File: config.mk
export PLATFORM = sky130hd
export DESIGN_NAME = xfer_addr_stepper
export DESIGN_NICKNAME = d
export VERILOG_FILES = /design/src/rtl/addr_step_pkg.sv /design/src/rtl/step_mode_decode.sv /design/src/rtl/step_next_addr.sv /design/src/rtl/step_ptr_reg.sv /design/src/rtl/xfer_addr_stepper.sv
export SDC_FILE = /design/constraint.sdc
export NUM_CORES = 1
export LEC_CHECK = 0
export BUFFER_PORTS_ARGS = -buffer_cell sky130_fd_sc_hd__buf_2
export CORE_MARGIN = 10
export CORE_UTILIZATION = 46
export CTS_CLUSTER_DIAMETER = 100
export CTS_CLUSTER_SIZE = 14
export DETAILED_ROUTE_END_ITERATION = 8
export GPL_ROUTABILITY_DRIVEN = 0
export PLACE_DENSITY = 0.77
export SLEW_MARGIN = 25
export SYNTH_ARGS = -nofsm -noshare
export SYNTH_HDL_FRONTEND = slang
export SYNTH_SLANG_ARGS = --single-unit
File: constraint.sdc
create_clock -name clk -period 1.87 [get_ports clk]
set_input_delay 0.187 -clock clk [delete_from_list [all_inputs] [get_ports clk]]
set_output_delay 0.187 -clock clk [all_outputs]
set_load 0.05 [all_outputs]
File: src/rtl/addr_step_pkg.sv
// Package: shared mode encoding for the address stepper.
// Assumes the mode value comes straight from a 2-bit configuration field.
package addr_step_pkg;
    typedef enum logic [1:0] {
        STEP_SINGLE = 2'b00,
        STEP_BURST  = 2'b01,
        STEP_PAGE   = 2'b10,
        STEP_RSVD   = 2'b11
    } step_mode_e;
endpackage

File: src/rtl/step_mode_decode.sv
// Module: step_mode_decode
// Turns the 2-bit transfer mode into one-hot stepping selects.
// Assumes the reserved code must act as single-byte mode.
module step_mode_decode
    import addr_step_pkg::*;
(
    input  logic [1:0] mode_i,
    output logic       sel_page_o,
    output logic       sel_burst_o,
    output logic       sel_single_o
);
    // Decode the mode code into exactly one select.
    always_comb begin
        sel_page_o   = 1'b0;
        sel_burst_o  = 1'b0;
        sel_single_o = 1'b0;
        unique case (step_mode_e'(mode_i))
            STEP_PAGE:  sel_page_o   = 1'b1;
            STEP_BURST: sel_burst_o  = 1'b1;
            default:    sel_single_o = 1'b1;
        endcase
    end
endmodule

File: src/rtl/step_next_addr.sv
// Module: step_next_addr
// Computes the stepped pointer for page and burst modes.
// Assumes PAGE_W <= ADDR_W; when they are equal a page spans the whole array.
module step_next_addr #(
    parameter int ADDR_W = 13,
    parameter int PAGE_W = 5
) (
    input  logic [ADDR_W-1:0] cur_addr_i,
    input  logic              sel_page_i,
    output logic [ADDR_W-1:0] nxt_addr_o
);
    localparam int PAGE_HI = ADDR_W - PAGE_W;

    logic [ADDR_W-1:0] lin_step;
    logic [ADDR_W-1:0] page_step;

    // Linear step over the whole array; the carry out is dropped for the wrap.
    always_comb lin_step = cur_addr_i + ADDR_W'(1);

    generate
        if (PAGE_HI > 0) begin : g_paged
            // Step only the offset and keep the page index.
            always_comb page_step = {cur_addr_i[ADDR_W-1:PAGE_W],
                                     cur_addr_i[PAGE_W-1:0] + PAGE_W'(1)};
        end else begin : g_flat
            // One page covers the array, so page stepping is the linear step.
            always_comb page_step = lin_step;
        end
    endgenerate

    // Pick the wrap rule for the active mode.
    always_comb nxt_addr_o = sel_page_i ? page_step : lin_step;
endmodule

File: src/rtl/step_ptr_reg.sv
// Module: step_ptr_reg
// Holds the pointer and the single-byte finished flag.
// Assumes load and step requests arrive as single-cycle qualifiers.
module step_ptr_reg #(
    parameter int ADDR_W = 13
) (
    input  logic              clk,
    input  logic              rst_n,
    input  logic              load_i,
    input  logic [ADDR_W-1:0] load_addr_i,
    input  logic              step_i,
    input  logic              finish_i,
    input  logic [ADDR_W-1:0] nxt_addr_i,
    output logic [ADDR_W-1:0] addr_o,
    output logic              done_o
);
    // Pointer register: reset, then load, then step, in that priority.
    always_ff @(posedge clk) begin
        if (!rst_n)      addr_o <= '0;
        else if (load_i) addr_o <= load_addr_i;
        else if (step_i) addr_o <= nxt_addr_i;
    end

    // Finished flag: cleared by reset or load, set by a single-mode byte.
    always_ff @(posedge clk) begin
        if (!rst_n)        done_o <= 1'b0;
        else if (load_i)   done_o <= 1'b0;
        else if (finish_i) done_o <= 1'b1;
    end
endmodule

File: src/rtl/xfer_addr_stepper.sv
// Module: xfer_addr_stepper (top)
// Steps a byte-serial memory pointer once per transferred byte, by mode.
// Assumes byte_done_i pulses once per byte and mode_i is valid with it.
module xfer_addr_stepper #(
    parameter int ADDR_W = 13,
    parameter int PAGE_W = 5
) (
    input  logic              clk,
    input  logic              rst_n,
    input  logic              load_i,
    input  logic [ADDR_W-1:0] load_addr_i,
    input  logic              byte_done_i,
    input  logic [1:0]        mode_i,
    output logic [ADDR_W-1:0] addr_o,
    output logic              word_done_o
);
    logic              sel_page;
    logic              sel_burst;
    logic              sel_single;
    logic [ADDR_W-1:0] nxt_addr;
    logic              step_req;
    logic              finish_req;

    step_mode_decode u_dec (
        .mode_i       (mode_i),
        .sel_page_o   (sel_page),
        .sel_burst_o  (sel_burst),
        .sel_single_o (sel_single)
    );

    step_next_addr #(.ADDR_W(ADDR_W), .PAGE_W(PAGE_W)) u_nxt (
        .cur_addr_i (addr_o),
        .sel_page_i (sel_page),
        .nxt_addr_o (nxt_addr)
    );

    // Qualify the byte strobe by mode into a step request or a finish request.
    always_comb begin
        step_req   = byte_done_i & (sel_page | sel_burst);
        finish_req = byte_done_i & sel_single;
    end

    step_ptr_reg #(.ADDR_W(ADDR_W)) u_reg (
        .clk         (clk),
        .rst_n       (rst_n),
        .load_i      (load_i),
        .load_addr_i (load_addr_i),
        .step_i      (step_req),
        .finish_i    (finish_req),
        .nxt_addr_i  (nxt_addr),
        .addr_o      (addr_o),
        .done_o      (word_done_o)
    );
endmodule

==> results of run 1 <==
kinds of logic (layout without fill, tap and decap cells):
kind of cell    Yosys count  after routing  synth area share, %
simple gates             37             37                27.90
mux                       1              1                1.220
buf+inv                  10             42                4.724
fa+ha+maj                 2              2                3.048
compound gates           34             34                27.90
xor+xnor                  1              1                1.067
flops                    14             14                34.15
cells in the mapped netlist, drive strengths merged:
master  count  area (um2)
nand3b      1       7.510
nor3b       1       7.510
o21ai      13       65.06
clkinv      1       3.750
nor3        1       5.000
nand4b      4       47.55
nand4       1       6.260
nor2        8       30.03
nor2b       5       31.28
nor4        5       31.28
buf         1       5.000
clkbuf      4       15.01
xnor2       1       8.760
nand2       3       11.26
or3         3       18.77
or4         2       15.01
dfxtp      14       280.3
mux2i       1       10.01
a31oi       5       31.28
o31ai       3       22.52
nand3       1       5.000
inv         4       15.01
o311a       1       10.01
o41a        4       45.04
a211oi      6       45.04
a21oi       2       10.01
ha          2       25.02
nand2b      2       12.51
worst reg2reg max path, stage by stage, from the launching register on:
cell and delay (ns):
dfxtp_1 0.42, ha_1 0.25, nand3b_1 0.22, or4_1 0.51, a31oi_1 0.16
flip-flops by register name, indices dropped and copies added (netlist names):
register and cells:
u_reg.done_o 1, u_reg.addr_o 13
path summary, 6_finish.rpt:
| path | end | startpoint |
|---|---|---|
| worst max-delay path | u_reg.addr_o[6] | u_reg.addr_o[0] |
| worst min-delay path | u_reg.addr_o[1] | load_addr_i[1] |
| worst max register to register | u_reg.addr_o[6] | u_reg.addr_o[0] |
| worst min register to register | u_reg.done_o | u_reg.done_o |
metal layers:
metal / routed length [um] / up-vias / GRT usage [%] / part of all wire (%)
met3: 174 / 2 / 6.272 / 7.7
met1: 974 / 415 / 12.70 / 43
met4: 12 / 0 / 4.000 / 0.53
met2: 1100 / 31 / 19.36 / 49
li1: - / 447 / - / -
met5: 0 / - / 0 / 0
cells in the final DEF, fill, tap and decap left out, drive strengths merged:
cell    synthesis  routed
nand2b          2       2
o21ai          13      13
o41a            4       4
nand3b          1       1
ha              2       2
nor3            1       1
xnor2           1       1
nor2            8       8
nand4b          4       4
nand4           1       1
nor2b           5       5
buf             1      33
o31ai           3       3
a21oi           2       2
or3             3       3
clkbuf          4       4
clkinv          1       1
a31oi           5       5
nand3           1       1
a211oi          6       6
mux2i           1       1
nand2           3       3
nor4            5       5
nor3b           1       1
o311a           1       1
dfxtp          14      14
inv             4       4
or4             2       2
metrics by stage:
step                instances  utilization (%)  worst slack (ns)  power [mW]
global route              156            60.66           0.09251      0.8033
detailed placement        152            58.53            0.1725      0.5490
floorplan                  99                -           0.03177      0.4899
CTS                       156            60.66            0.2483      0.7666
finish                    156            60.66            0.2541      0.7571
global placement          152            58.53            0.2279      0.5444
final cells by class:
cell class	count	share of cell area, %
clock buffers	4	3.502
inverters	5	1.812
multi-input cells	75	48.43
flip-flops and latches	14	27.05
well taps	25	3.019
repair buffers	33	16.18
report_power, final:
part           internal (mW)  total [mW]  switching (mW)
combinational         0.0643       0.199           0.134
clock                  0.118       0.215          0.0966
sequential             0.319       0.343          0.0239
total                  0.502       0.757           0.255
==> metrics.yaml, run 1 <==
status: "finished, final reports clean"
max-clock-path-buffers: 2
finish.instance_area_um2: 1036
dr.pass1.iters: 4
dieArea_um2: 3874
grt_max_degree: 20
row_count: 15
r2r_slack_ns: 0.25
n_antenna_cell: 0
grt-ovfl-total: 0
grt_pass1_wl_um: 3919
final_nets: 153
fillCellCount: 158
hold_class: "primary input to flip-flop"
setup_tns_ns: 0
fp.dieH_um: 62.24
cts_tree: "done"
initial_core_util_pct: 48.06
critPathArrivalTime_ns: 1.83
ant_nets: 0
crit_chain: "ha_1 -> nand3b_1 -> or4_1 -> a31oi_1"
syn_area_per_cell_um2: 8.291
synth_nets: 120
fin_crit_ns: 1.616
globalRouteTotalUtil_pct: 11.84
cap_violations: 0
hold_buffers: 0
pin_count: 33
required_ns: 2.08
dr.first_iter.drc_count: 27
path_max_fanout: 7
setup_viol: 0
holdWs_ns: 0.1822
cp_num_buf_inv: 0
ff2ff_path_depth: 4
core_area_um2: 1708
cts_htree_levels: 1
yosysWarnings: 0
end_kind: "flip-flop"
p_leak_nw: 0.4329
multiInputGateArea_um2: 501.7
path_delay_family: "simple AND/OR/NAND/NOR gates"
area_growth_pct: 26.22
cts.sinks: 14
ff_latch_area_um2: 280.3
slowest_stage: "or4_1"
period_share_pct: 86.41
clockRootBuffer: "clkbuf_4"
cp.depth: 4
syn_inst: 99
ir_worst_vdd_v: 0.0004216
min_path_cells: 3
clkLatencyLatePin_ns: 0.28
drc: 0
worst_pin_slew_ns: 0.4660
grt_pass1_vias: 897
postPlaceCellArea_um2: 999.7
ys_seq_area_share_pct: 34.15
grt_antenna_before_repair: 0
drive_gt1_share_pct: 29.77
finalMaxSlewViolations: 0
path_clk_slew_ns: 0.08
cts_buffers: 3
vias: 895
postRouteWirelength_um: 2261
rsz0062_at_grt: "no"
fmax_ghz: 0.6189
cts_setup_buffers: 0
fp.dieW_um: 62.24
ys_types: 29
portBuffers: 32
slew_headroom_pct: 68.74
detail_route.vias_per_cell: 5.737
hpwl_um: 1742
critPathKind: "flip-flop to flip-flop"
syn-cell-area_um2: 820.8
clock_skew_ns: 0.004382
routedWlPerCell_um: 14.49
slowest_delay_ns: 0.51
cts_resized: 0
start_kind: "flip-flop"
final_hold_viol_count: 0
yosys_register_bits: 14
power_density_nw_per_um2: 730.8
(Power assumes the default switching activity.)
==> run 2, diff against run 1 <==
--- a/config.mk
+++ b/config.mk
@@ -6,14 +6,16 @@
 export NUM_CORES = 1
 export LEC_CHECK = 0
 export BUFFER_PORTS_ARGS = -buffer_cell sky130_fd_sc_hd__buf_2
+export CORE_ASPECT_RATIO = 1.5
 export CORE_MARGIN = 10
-export CORE_UTILIZATION = 46
+export CORE_UTILIZATION = 49
 export CTS_CLUSTER_DIAMETER = 100
 export CTS_CLUSTER_SIZE = 14
 export DETAILED_ROUTE_END_ITERATION = 8
 export GPL_ROUTABILITY_DRIVEN = 0
-export PLACE_DENSITY = 0.77
+export PLACE_DENSITY = 0.78
 export SLEW_MARGIN = 25
 export SYNTH_ARGS = -nofsm -noshare
 export SYNTH_HDL_FRONTEND = slang
+export SYNTH_HIERARCHICAL = 1
 export SYNTH_SLANG_ARGS = --single-unit
==> run 2 against run 1 <==
Compared with the run above:
- sequential power is 3% higher
- critical path depth up 2
- flip-flop and latch count unchanged
- register-to-register slack worse by 0.14 ns
==> metrics.yaml, run 2 <==
row_count: 19  # +4
ys_seq_area_share_pct: 28.32  # -5.8 points
globalRouteTotalUtil_pct: 10.40  # -1.4 points
fp.dieH_um: 75.05  # +21%
ant_nets: 0  # unchanged
cts_tree: "done"
n_antenna_cell: 0  # unchanged
required_ns: 2.04  # -0.04 ns
postRouteWirelength_um: 2196  # -2.9%
dr.first_iter.drc_count: 19  # -30%
syn_inst: 97  # -2.0%
r2r_end: "u_reg/addr_o[12]"
slew_headroom_pct: 72.77  # +4.0 points
core_area_um2: 1878  # +10%
fmax_ghz: 0.5681  # -8.2%
pin_count: 33  # unchanged
drc: 0  # unchanged
syn_area_per_cell_um2: 10.20  # +23%
end_kind: "flip-flop"
yosysWarnings: 6  # +6
grt_pass1_wl_um: 3650  # -6.9%
clkLatencyLatePin_ns: 0.27  # about the same
critPathKind: "flip-flop to flip-flop"
utilization_pct: 64.16  # +3.5 points
slowest_stage: "dfxtp_2"
setup_tns_ns: 0  # unchanged
layout_commonest_cell: "buf_2"
area_growth_pct: 21.75
worst_pin_slew_ns: 0.4085  # -0.05750 ns
ir_worst_vdd_v: 0.0004307  # +2.1%
setup_viol: 0  # unchanged
syn-cell-area_um2: 989.7  # +21%
finalMaxSlewViolations: 0  # unchanged
clock_skew_ns: 0.0008791  # -0.003503 ns
setup.worst_path.start: "u_reg/addr_o[0]"
postPlaceCellArea_um2: 1159  # +16%
clockRootBuffer: "clkbuf_4"
critPathArrivalTime_ns: 1.93  # +0.10 ns
hpwl_um: 1726  # -0.90%
dr.pass1.iters: 4  # unchanged
holdWs_ns: 0.2285  # +0.04628 ns
vias: 820  # -8.4%
dieArea_um2: 4255  # +9.8%
grt_antenna_before_repair: 0  # unchanged
largest_reg_flops: 13  # unchanged
fp.dieW_um: 56.70  # -8.9%
cap_violations: 0  # unchanged
final_nets: 153  # unchanged
finish.instance_area_um2: 1205  # +16%
start_kind: "flip-flop"
cts_htree_levels: 1  # unchanged
p_leak_nw: 0.7003  # +62%
path_max_fanout: 7  # unchanged
async_flop_share_pct: 0  # unchanged
synthTopCellsByCount: "14 x dfxtp_1, 13 x o211a_1, 10 x mux2_4, 9 x xor2_1, 7 x nand2b_1"
reg_top3: "u_reg/addr_o (13), u_reg/done_o (1)"
top_register: "u_reg/addr_o"
hold_buffers: 0  # unchanged
synth-main-ff-cell: "dfxtp_1"
r2r-start: "u_reg/addr_o[0]"
hp-start: "load_addr_i[2]"
synth_nets: 119  # -0.83%
drive_gt1_share_pct: 42.31  # +13 points
period_share_pct: 94.14  # +7.7 points
cts_buffers: 3  # unchanged
path_clk_slew_ns: 0.09  # about the same
synth.largest_area_cell: "dfxtp_1"
ys_types: 23  # -21%
routedWlPerCell_um: 14.54  # +0.34%
grt_pass1_vias: 885  # -1.3%
synth.most_common_cell: "dfxtp_1"
detail_route.vias_per_cell: 5.430  # -5.3%
cts.sinks: 14  # unchanged
grt-ovfl-total: 0  # unchanged
yosys-top-cells-area: "dfxtp_1 28%, mux2_4 15%, o211a_1 13%, xor2_1 8.0%, or2b_1 4.6%"
portBuffers: 32  # unchanged
layout_setup_ws_ns: 0.1096  # -0.1445 ns
cts_setup_buffers: 0  # unchanged
yosys_register_bits: 14  # unchanged
synth-edff-count: 0  # unchanged
grt_max_degree: 28  # +40%
slowest_delay_ns: 0.40  # -0.11 ns
max-clock-path-buffers: 2  # unchanged
r2r_slack_ns: 0.11  # -0.14 ns
power_density_nw_per_um2: 673.4  # -7.8%
status: "finished, final reports clean"
pre_cts_slack_ns: 0.1241  # -0.04842 ns
min_path_cells: 3  # unchanged
hold_end: "u_reg/addr_o[2]"
final_hold_viol_count: 0  # unchanged
mostFrequentLayoutCells: "32 x buf_2, 13 x o211a_1, 12 x dfxtp_1"
yosysTopAreaCellShare_pct: 28.32  # -5.8 points
hold_class: "primary input to flip-flop"
initial_core_util_pct: 52.70  # +4.6 points
crit_chain: "ha_1 -> nand4_1 -> nor3_2 -> xor2_1 -> mux2_2 -> o211a_1"
fin_crit_ns: 1.760  # +0.1445 ns
ff2ff_path_depth: 6  # +2
## run 2: cell types whose count changed after synthesis, moves of 6 or more
| cell | before | now |
|---|---|---|
| mux2_4 | 0 | 10 |
| or2b_1 | 0 | 6 |
| o21ai_0 | 13 | 0 |
| a211oi_1 | 6 | 0 |
| xor2_1 | 0 | 9 |
| o211a_1 | 0 | 13 |
## run 2: area by class of cell
type / count / area, um2
Clock buffer: 4 / 36.28
Fill cell: 163 / 673.1
Inverter: 3 / 11.26
Multi-Input combinational cell: 76 / 680.7
Sequential cell: 14 / 282.8
Tap cell: 21 / 26.28
Timing Repair Buffer: 33 / 167.7
## run 2: kinds of logic (layout without fill, tap and decap cells)
logic type / count (synthesis) / in the layout / share of synthesized area, %
XOR/XNOR: 11 / 11 / 9.735
buffers and inverters: 7 / 40 / 3.918
AO/OA/AOI/OAI: 14 / 14 / 13.91
flip-flops: 14 / 14 / 28.32
multiplexers: 13 / 13 / 18.58
adder cells (fa/ha/maj): 3 / 3 / 3.793
AND/OR/NAND/NOR: 35 / 35 / 21.74
## run 2: repair_timing
action	4_1_cts	5_1_grt
gates resized for setup	0	2
endpoints found under the setup margin	0	1
endpoints found under the hold margin	0	0
## run 2: how the worst max path moves through the flow
stage               cells past startpoint  slack (ns)               end
detailed placement                      6        0.12  u_reg/addr_o[12]
global route                            6       -0.03  u_reg/addr_o[12]
floorplan                               5       0.004  u_reg/addr_o[10]
CTS                                     6        0.10  u_reg/addr_o[12]
finish                                  6        0.11  u_reg/addr_o[12]
global placement                        6        0.14  u_reg/addr_o[12]
## run 2: where the power goes
part	switching, mW	total [mW]	leakage (nW)	internal (mW)
logic	0.138	0.242	0.562	0.104
registers	0.0340	0.355	0.117	0.321
clock network	0.0956	0.214	0.0210	0.118
## run 2: critical path, delay by kind of cell (launching register included)
| kind | cells | cell delay [ns] |
|---|---|---|
| AOI/OAI and AO/OA | 1 | 0.20 |
| xor gates and xnor gates | 1 | 0.08 |
| adders and majority gates | 1 | 0.27 |
| DFF | 1 | 0.40 |
| muxes | 1 | 0.26 |
| and+or+nand+nor | 2 | 0.46 |
## run 2: per-layer routing
layer | global-route usage [%] | vias up | part of all wire (%)
met1 | 9.004 | 383 | 35
met3 | 4.882 | 2 | 11
li1 | - | 409 | -
met4 | 4.826 | 0 | 0.73
met5 | 0 | - | 0
met2 | 19.80 | 26 | 53
## run 2: per-stage QoR
step	power (mW)	cells
after floorplan	0.5464	97
after global placement	0.5988	147
after detailed placement	0.6072	147
after CTS	0.8193	151
after global routing	0.8558	151
final	0.8114	151
==> run 3, diff against run 2 <==
--- a/config.mk
+++ b/config.mk
@@ -6,14 +6,15 @@
 export NUM_CORES = 1
 export LEC_CHECK = 0
 export BUFFER_PORTS_ARGS = -buffer_cell sky130_fd_sc_hd__buf_2
+export CAP_MARGIN = 20
 export CORE_ASPECT_RATIO = 1.5
 export CORE_MARGIN = 10
-export CORE_UTILIZATION = 49
+export CORE_UTILIZATION = 40
 export CTS_CLUSTER_DIAMETER = 100
 export CTS_CLUSTER_SIZE = 14
 export DETAILED_ROUTE_END_ITERATION = 8
 export GPL_ROUTABILITY_DRIVEN = 0
-export PLACE_DENSITY = 0.78
+export PLACE_DENSITY = 0.66
 export SLEW_MARGIN = 25
 export SYNTH_ARGS = -nofsm -noshare
 export SYNTH_HDL_FRONTEND = slang
==> run 3 against run 2 <==
Compared with the run above:
- critical path type unchanged
- flip-flop and latch count stayed put
- highest routed layer unchanged
- largest power group unchanged
- clock skew rose by 0.0032 ns
- sequential share of layout area increased by 0.30 points
==> metrics.yaml, run 3 (synthesis results as in run 2) <==
status: "finished, final reports clean"
critPathKind: "flip-flop to flip-flop"
drive_gt1_share_pct: 41.09  # -1.2 points
fp.dieH_um: 80.92  # +7.8%
grt_pass1_wl_um: 3788  # +3.8%
path_clk_slew_ns: 0.08  # about the same
clockRootBuffer: "clkbuf_4"
postPlaceCellArea_um2: 1162  # +0.32%
setup_tns_ns: 0  # unchanged
pin_count: 33  # unchanged
min_path_cells: 3  # unchanged
slowest_stage: "dfxtp_2"
grt_antenna_before_repair: 0  # unchanged
slew_headroom_pct: 71.50  # -1.3 points
finish.instance_area_um2: 1190  # -1.2%
setup.worst_path.start: "u_reg/addr_o[0]"
r2r-start: "u_reg/addr_o[0]"
n_antenna_cell: 0  # unchanged
ff2ff_path_depth: 6  # unchanged
layout_commonest_cell: "buf_2"
hold_buffers: 0  # unchanged
dieArea_um2: 4905  # +15%
worst_pin_slew_ns: 0.4274  # +0.01896 ns
cp_num_buf_inv: 0  # unchanged
final_hold_viol_count: 0  # unchanged
crit_chain: "ha_1 -> nand4_1 -> nor3_1 -> xor2_1 -> mux2_4 -> o211a_1"
area_growth_pct: 20.23
hold_end: "u_reg/addr_o[12]"
setup_viol: 0  # unchanged
r2r_end: "u_reg/addr_o[10]"
ant_nets: 0  # unchanged
cts_tree: "done"
finalMaxSlewViolations: 0  # unchanged
globalRouteTotalUtil_pct: 9.535  # -0.87 points
grt_pass1_vias: 882  # -0.34%
dr.pass1.iters: 4  # unchanged
reg_top3: "u_reg/addr_o (13), u_reg/done_o (1)"
fmax_ghz: 0.5723  # +0.74%
initial_core_util_pct: 40.86  # -12 points
row_count: 22  # +3
end_kind: "flip-flop"
grt-ovfl-total: 0  # unchanged
ir_worst_vdd_v: 0.0004136  # -4.0%
cts_buffers: 3  # unchanged
postRouteWirelength_um: 2308  # +5.1%
grt_max_degree: 28  # unchanged
hp-start: "load_addr_i[12]"
slowest_delay_ns: 0.39  # about the same
hpwl_um: 1737  # +0.63%
dp_cells: 150  # +2.0%
p_leak_nw: 0.6930  # -1.0%
vias: 811  # -1.1%
core_area_um2: 2422  # +29%
detail_route.vias_per_cell: 5.301  # -2.4%
path_max_fanout: 7  # unchanged
cts.sinks: 14  # unchanged
portBuffers: 32  # unchanged
largest_reg_flops: 13  # unchanged
routedWlPerCell_um: 15.08  # +3.7%
cts_htree_levels: 1  # unchanged
power_density_nw_per_um2: 643.3  # -4.5%
required_ns: 2.03  # about the same
final_nets: 153  # unchanged
drc: 0  # unchanged
clock_skew_ns: 0.004039  # +0.003160 ns
period_share_pct: 93.44  # -0.69 points
start_kind: "flip-flop"
cap_violations: 0  # unchanged
mostFrequentLayoutCells: "32 x buf_2, 13 x o211a_1, 12 x dfxtp_1"
max-clock-path-buffers: 2  # unchanged
clkLatencyLatePin_ns: 0.27  # about the same
hold_class: "primary input to flip-flop"
final_cells: 153  # +1.3%
top_register: "u_reg/addr_o"
rsz0062_at_grt: "no"
fp.dieW_um: 60.62  # +6.9%
fin_crit_ns: 1.747  # -0.01299 ns
dr.first_iter.drc_count: 23  # +4
fillCellCount: 237  # +45%
path_delay_family: "simple AND/OR/NAND/NOR gates"
critPathArrivalTime_ns: 1.91  # -0.02 ns
r2r_slack_ns: 0.12  # about the same
==> run 3: changes by cell type in the layout (fill, tap and decap cells not counted) <==
cell and delta:
nor3_1 +1, nor3_2 -1, clkbuf_8 -1
==> run 3: report_power, final <==
group | total, mW | switching, mW | internal [mW]
logic | 0.244 | 0.139 | 0.105
clock network | 0.167 | 0.0923 | 0.0745
registers | 0.355 | 0.0335 | 0.321
==> run 3: layer usage <==
metal  track usage (%)  part of all wire (%)  vias up
met5                 0                     0        -
met4             3.965                  0.69        0
met3             3.120                   7.9        2
met2             16.36                    53       22
met1             10.29                    39      375
li1                  -                     -      412
==> run 3: final cells by class <==
cell class / instances / area (um2) / share of cell area (%)
clock buffer: 3 / 22.52 / 1.893
inverter: 3 / 11.26 / 0.9464
multi-input combinational: 76 / 675.6 / 56.78
sequential: 14 / 282.8 / 23.76
tap: 24 / 30.03 / 2.524
timing repair buffer: 33 / 167.7 / 14.09
==> run 3: how the worst max path moves through the flow <==
stage                                  end  slack [ns]  cells past startpoint
after global placement    u_reg/addr_o[12]        0.13                      6
final                     u_reg/addr_o[10]        0.12                      6
after CTS                 u_reg/addr_o[12]         0.1                      6
after detailed placement  u_reg/addr_o[12]        0.11                      6
after global routing      u_reg/addr_o[10]       0.007                      6
after floorplan           u_reg/addr_o[10]       0.004                      5
==> run 3: stage by stage <==
step,worst slack (ns),hold slack [ns],utilization (%),total power [mW]
floorplan,0.004027,0.3204,-,0.5464
global placement,0.1324,0.4862,47.99,0.6018
detailed placement,0.1120,0.5023,47.99,0.6080
CTS,0.09801,0.2153,48.92,0.7764
global route,0.007206,0.2215,49.12,0.8143
finish,0.1226,0.2206,49.12,0.7655
==> run 3: tightest hold or removal path, delay by kind of cell <==
kind | cells | cell delay, ns
buf+inv | 1 | 0.07
compound gates | 1 | 0.13
simple gates | 1 | 0.08
==> run 3: what timing repair did <==
action / CTS / global route
setup endpoints to repair: 0 / 1
gates resized for setup: 0 / 1
buffers inserted: 0 / 0
